==> src/rtl/dpwm_pkg.sv <==
package dpwm_pkg;
  localparam int unsigned CODE_W_DEF = 6;

  function automatic int unsigned calc_tick_div(input longint unsigned clk_hz,
                                                input longint unsigned pwm_hz,
                                                input int unsigned code_w);
    longint unsigned d;
    d = clk_hz / (pwm_hz << code_w);
    return (d < 1) ? 1 : int'(d);
  endfunction
endpackage

==> src/rtl/dpwm_tick_gen.sv <==
module dpwm_tick_gen #(
  parameter int unsigned TICK_DIV = 312
) (
  input  logic clk_i,
  input  logic rst_ni,
  input  logic run_i,
  output logic tick_o
);
  localparam int unsigned CW = (TICK_DIV > 1) ? $clog2(TICK_DIV) : 1;

  if (TICK_DIV == 1) begin : g_every
    assign tick_o = run_i;
  end else begin : g_div
    logic [CW-1:0] cnt_q;
    localparam logic [CW-1:0] LAST = CW'(TICK_DIV - 1);

    always_ff @(posedge clk_i or negedge rst_ni) begin
      if (!rst_ni)            cnt_q <= '0;
      else if (!run_i)        cnt_q <= '0;
      else if (cnt_q == LAST) cnt_q <= '0;
      else                    cnt_q <= cnt_q + 1'b1;
    end

    assign tick_o = run_i && (cnt_q == LAST);

    AST_DIV_RANGE: assert property (@(posedge clk_i) disable iff (!rst_ni)
      cnt_q <= LAST);
  end
endmodule

==> src/rtl/dpwm_timebase.sv <==
module dpwm_timebase #(
  parameter int unsigned CODE_W = 6
) (
  input  logic              clk_i,
  input  logic              rst_ni,
  input  logic              run_i,
  input  logic              tick_i,
  output logic [CODE_W-1:0] tb_o,
  output logic              wrap_o
);
  localparam logic [CODE_W-1:0] TB_MAX = '1;
  logic [CODE_W-1:0] tb_q;

  always_ff @(posedge clk_i or negedge rst_ni) begin
    if (!rst_ni)     tb_q <= '0;
    else if (!run_i) tb_q <= '0;
    else if (tick_i) tb_q <= tb_q + 1'b1;
  end

  assign tb_o   = tb_q;
  assign wrap_o = tick_i && (tb_q == TB_MAX);

  AST_TB_STEP: assert property (@(posedge clk_i) disable iff (!rst_ni)
    (tb_q != $past(tb_q)) |-> ((tb_q == CODE_W'($past(tb_q) + 1'b1)) || (tb_q == '0)));
  AST_TB_HOLD: assert property (@(posedge clk_i) disable iff (!rst_ni)
    !run_i |=> (tb_q == '0));
endmodule

==> src/rtl/dpwm_channel.sv <==
module dpwm_channel #(
  parameter int unsigned CODE_W = 6
) (
  input  logic              clk_i,
  input  logic              rst_ni,
  input  logic              run_i,
  input  logic              load_i,
  input  logic [CODE_W-1:0] code_i,
  input  logic [CODE_W-1:0] tb_i,
  output logic              pwm_o
);
  localparam logic [CODE_W-1:0] MID = CODE_W'(1) << (CODE_W - 1);
  localparam logic [CODE_W-1:0] TB_MAX = '1;
  logic [CODE_W-1:0] act_q;

  // code only enters at the wrap, so a running period is never altered
  always_ff @(posedge clk_i or negedge rst_ni) begin
    if (!rst_ni)     act_q <= MID;
    else if (load_i) act_q <= code_i;
  end

  assign pwm_o = run_i && (tb_i < act_q);

  AST_ZERO_LOW: assert property (@(posedge clk_i) disable iff (!rst_ni)
    (act_q == '0) |-> !pwm_o);
  AST_LAST_STEP_LOW: assert property (@(posedge clk_i) disable iff (!rst_ni)
    (tb_i == TB_MAX) |-> !pwm_o);
  AST_LOAD_AT_WRAP: assert property (@(posedge clk_i) disable iff (!rst_ni)
    (act_q != $past(act_q)) |-> (tb_i == '0));
  AST_HOLD_IN_SHDN: assert property (@(posedge clk_i) disable iff (!rst_ni)
    !run_i |=> $stable(act_q));
endmodule

==> src/rtl/dual_pwm_gen.sv <==
module dual_pwm_gen
  import dpwm_pkg::*;
#(
  parameter longint unsigned CLK_HZ = 100_000_000,
  parameter longint unsigned PWM_HZ = 5_000
) (
  input  logic       clk_i,
  input  logic       rst_ni,
  input  logic       shdn_ni,
  input  logic [5:0] code_a_i,
  input  logic [5:0] code_b_i,
  output logic       pwm_a_o,
  output logic       pwm_b_o,
  output logic       oe_a_o,
  output logic       oe_b_o
);
  localparam int unsigned CODE_W   = CODE_W_DEF;
  localparam int unsigned TICK_DIV = calc_tick_div(CLK_HZ, PWM_HZ, CODE_W);
  localparam int unsigned NCH      = 2;

  logic              run_q;
  logic              tick;
  logic              wrap;
  logic [CODE_W-1:0] tb;
  logic [CODE_W-1:0] code_arr [NCH];
  logic              pwm_arr  [NCH];

  always_ff @(posedge clk_i or negedge rst_ni) begin
    if (!rst_ni) run_q <= 1'b0;
    else         run_q <= shdn_ni;
  end

  dpwm_tick_gen #(.TICK_DIV(TICK_DIV)) u_tick (
    .clk_i (clk_i),
    .rst_ni(rst_ni),
    .run_i (run_q),
    .tick_o(tick)
  );

  dpwm_timebase #(.CODE_W(CODE_W)) u_tb (
    .clk_i (clk_i),
    .rst_ni(rst_ni),
    .run_i (run_q),
    .tick_i(tick),
    .tb_o  (tb),
    .wrap_o(wrap)
  );

  assign code_arr[0] = code_a_i;
  assign code_arr[1] = code_b_i;

  for (genvar i = 0; i < NCH; i++) begin : g_ch
    dpwm_channel #(.CODE_W(CODE_W)) u_ch (
      .clk_i (clk_i),
      .rst_ni(rst_ni),
      .run_i (run_q),
      .load_i(wrap),
      .code_i(code_arr[i]),
      .tb_i  (tb),
      .pwm_o (pwm_arr[i])
    );
  end

  assign pwm_a_o = pwm_arr[0];
  assign pwm_b_o = pwm_arr[1];
  assign oe_a_o  = run_q;
  assign oe_b_o  = run_q;

  AST_SHDN_QUIET: assert property (@(posedge clk_i) disable iff (!rst_ni)
    !shdn_ni |=> (!oe_a_o && !oe_b_o && !pwm_a_o && !pwm_b_o));
  AST_RESET_QUIET: assert property (@(posedge clk_i)
    !rst_ni |-> (!oe_a_o && !pwm_a_o && !pwm_b_o));
endmodule

==> config.mk <==
export PLATFORM = sky130hd
export DESIGN_NAME = dual_pwm_gen
export DESIGN_NICKNAME = d
export VERILOG_FILES = /design/src/rtl/dpwm_pkg.sv /design/src/rtl/dpwm_tick_gen.sv /design/src/rtl/dpwm_timebase.sv /design/src/rtl/dpwm_channel.sv /design/src/rtl/dual_pwm_gen.sv
export SDC_FILE = /design/constraint.sdc
export NUM_CORES = 1
export LEC_CHECK = 0
export BUFFER_PORTS_ARGS = -buffer_cell sky130_fd_sc_hd__clkbuf_2
export CORE_MARGIN = 8
export CORE_UTILIZATION = 25
export DETAILED_ROUTE_END_ITERATION = 6
export GPL_TIMING_DRIVEN = 0
export SETUP_SLACK_MARGIN = 0.5
export SYNTH_ARGS = -nofsm -noshare
export SYNTH_HDL_FRONTEND = slang
export SYNTH_SLANG_ARGS = --single-unit
==> constraint.sdc <==
create_clock -name clk_i -period 5.3 [get_ports clk_i]
set_clock_uncertainty 0.2 [all_clocks]
set_input_delay 0.53 -clock clk_i [delete_from_list [all_inputs] [get_ports clk_i]]
set_output_delay 0.53 -clock clk_i [all_outputs]
set_load 0.01 [all_outputs]
==> key figures <==
Finish
  • Final Non-Filler Cells: roughly 250
  • Layout Nets: 199
  • Share of cells above drive strength 1: 0.175
  • # diodes: 0
  • # fillers: 618
  • Post-layout util: 0.295
  • Area Growth Syn to Fin: 16.1%

Route
  • DR iter-0 viols: between 70 and 80
  • Drt total wl: around 3.1 mm
  • DR pass1 iterations: 4
  • Antenna Nets Post-Route: 0
  • Vias: approximately 1100
  • Post-DR vias/cell: between 4 and 5
  • DR DRC count: 0
  • Wirelength per Cell: around 12 µm

Logic synthesis
  • Syn Nets: 176
  • Register area share after synthesis: 0.473
  • Most common cell in the netlist: dfrtp_1
  • Yosys top cell area share: 0.437
  • List of most frequent post-synthesis cells: dfrtp_1 (26), nand2_1 (14), nor2_1 (14)
  • Synthesized area: ~0.0015 mm²
  • Synth Instances: roughly 150
  • Yosys top cell by area: dfrtp_1
  • Area contributors post-synth: dfrtp_1 (44%), ha_1 (10%), xnor2_1 (4.1%)
  • Async SR Flop Fraction: 1.00
  • Synth warn: 0
  • Synth Register Bits: 28
  • Post-synth EDFFs: 0
  • Netlist cell types: 36
  • Post-synthesis area per instance: around 10 µm²
  • Top_reg_cell synth: dfrtp_1

Die
  • Die H: 93.1 µm
  • Row cnt: 28
  • Core area: approximately 0.0059 mm²
  • Die area: 0.00868 mm²
  • Starting density of the core: 0.254
  • Num ports: 19
  • Die X: between 90 and 100 µm

Worst setup path
  • Worst R2R Start: u_tick.g_div.cnt_q[0]$_DFF_PN0_
  • Setup crit end kind: output pin
  • CP max stage cell: a2111oi_0
  • Critical Path Max Stage Delay: roughly 560 ps
  • Worst Path Required: 4570 ps
  • R2R cell count: 6
  • WS Path Type: reg -> out
  • Crit-path cells: ha_1, a211oi_1, nor3_1, a2111oi_0, clkbuf_2
  • Crit-path max FO: 5
  • CP startpoint kind: register
  • R2R Path End: g_ch[1].u_ch.act_q[3]$_DFFE_PN0P_
  • Delay-heaviest family, CP: compound AO/OA/AOI/OAI gates
  • WP data arrival: between 2000 and 2500 ps
  • R2R Setup Slk: ~2800 ps
  • Crit path buf inv count: 1

GRT
  • Antenna violations before repair: 0
  • Vias in the first global route: ~1100
  • Pin count of the biggest net entering global routing: 29
  • GRT Total Usage: 0.0756
  • Global-route wire length before repair: ~5.3 mm
  • Gr ovfl total: 0

Power and ir drop
  • Clock network power share: 0.363
  • Seq pwr share: 0.589
  • P_int: around 0.29 mW
  • VDD IR max: 0.0801 mV
  • Power density over the cells: 215 mW/mm²
  • NetSw: around 0.08 mW
  • Static leakage: around 0.84 nW
  • Logic gate share of total power: 0.049
  • Switching Fraction: 0.219

STA
  • Setup_tns: 0 ps
  • Tmin final: ~2900 ps
  • Hold WS: roughly 93 ps
  • Max-slew violation count: 0
  • Worst-Margin Slew: 792 ps
  • RSZ-0062 raised after global routing: false
  • Worst setup margin: 2420 ps
  • FMAX: about 0.35 GHz
  • Slew HR: 0.467
  • Hold Violations, Final: 0
  • Crit share post-route: 0.543
  • Final setup fails: 0

Clock network
  • CTS tree: yes
  • # hold bufs at CTS: 0
  • CTS sink cnt: 28
  • Root buffer cell: clkbuf_8
  • Total CTS buffers: 3
  • Worst-path clk slew: about 100 ps
  • Worst-Skew Late Latency: ~280 ps
  • CTS H-tree lvls: 1
  • Post-CTS setup buffers: 0
  • Clk buf depth: 2
  • Post-cts resize count: 0

Worst hold path
  • HP Class: in -> async

Placed design
  • GPL Wtd Cong: around 0.74
  • Placed instance count: about 240
  • PortBufs: 18
  • Dpl ws: about 2800 ps
  • Final HPWL from detailed placement: 2.24 mm

Flow run
  • MaxCap Viol Count: 0

Status
  • Status: completed
[cell families after synthesis]
group,after synthesis,share of synthesized area
DFF,28,0.473
and+or+nand+nor,57,0.208
xor gates and xnor gates,8,0.0471
AOI/OAI and AO/OA,23,0.0959
adders and majority gates,12,0.101
buffers and inverters,18,0.0538
muxes,3,0.0219
[worst max-delay path by stage]
stage | slack, ps | end | start | cells after the start
finish | 2420 | pwm_a_o | u_tb.tb_o[1]$_DFFE_PN0P_ | 5
global route | 2330 | pwm_a_o | u_tb.tb_o[1]$_DFFE_PN0P_ | 5
CTS | 2430 | pwm_a_o | u_tb.tb_o[1]$_DFFE_PN0P_ | 5
detailed placement | 2760 | pwm_a_o | u_tb.tb_o[1]$_DFFE_PN0P_ | 5
global placement | 2790 | g_ch[1].u_ch.act_q[1]$_DFFE_PN0P_ | u_tick.g_div.cnt_q[0]$_DFF_PN0_ | 6
floorplan | 2930 | pwm_b_o | u_tb.tb_o[1]$_DFFE_PN0P_ | 4
[cell type report]
type                    instances  area (µm²)  area share
repair buffers                 18        90.1      0.0522
inverters                      11        41.3      0.0239
plain buffers                   7        38.8      0.0225
flip-flops and latches         28         703       0.407
multi-input cells             103         704       0.408
well taps                      75        93.8      0.0543
clock buffers                   4        55.1      0.0319
[routing by layer]
metal | vias to the layer above | part of all wire | GRT usage
li1 | 559 | - | -
met1 | 526 | 0.50 | 0.106
met2 | 16 | 0.45 | 0.111
met3 | 2 | 0.039 | 0.0160
met4 | 0 | 0.013 | 0.0282
met5 | - | 0 | 0
[power groups by stage]
stage	Clock, mW	Sequential (mW)	Combinational (mW)
after floorplan	0	0.222	0.00616
after global placement	0	0.223	0.0186
after detailed placement	0	0.223	0.0188
after CTS	0.139	0.219	0.0190
after global routing	0.147	0.219	0.0214
final	0.135	0.219	0.0180
[flip-flops by register name (all words and copies together), names as in the netlist]
register            cells
g_ch.u_ch.act_q        12
oe_a_o                  1
u_tb.tb_o               6
u_tick.g_div.cnt_q      9
[metrics by stage]
stage          area, µm²  total power, mW
3_5_place_dp        1670            0.241
3_3_place_gp        1670            0.241
5_1_grt             1730            0.388
6_report            1730            0.371
2_1_floorplan       1490            0.228
4_1_cts             1730            0.376
[placed cells by master, fill, tap and decap left out, types with 4 or more instances in the layout]
cell type and count:
clkbuf_2 18, dfrtp_1 26, clkbuf_8 4, ha_1 12, o21ai_0 11, nor2_1 14
inv_1 11, xnor2_1 7, clkbuf_1 4, nand3_1 8, nand2_1 14
Power figures use the tool's default switching activity.
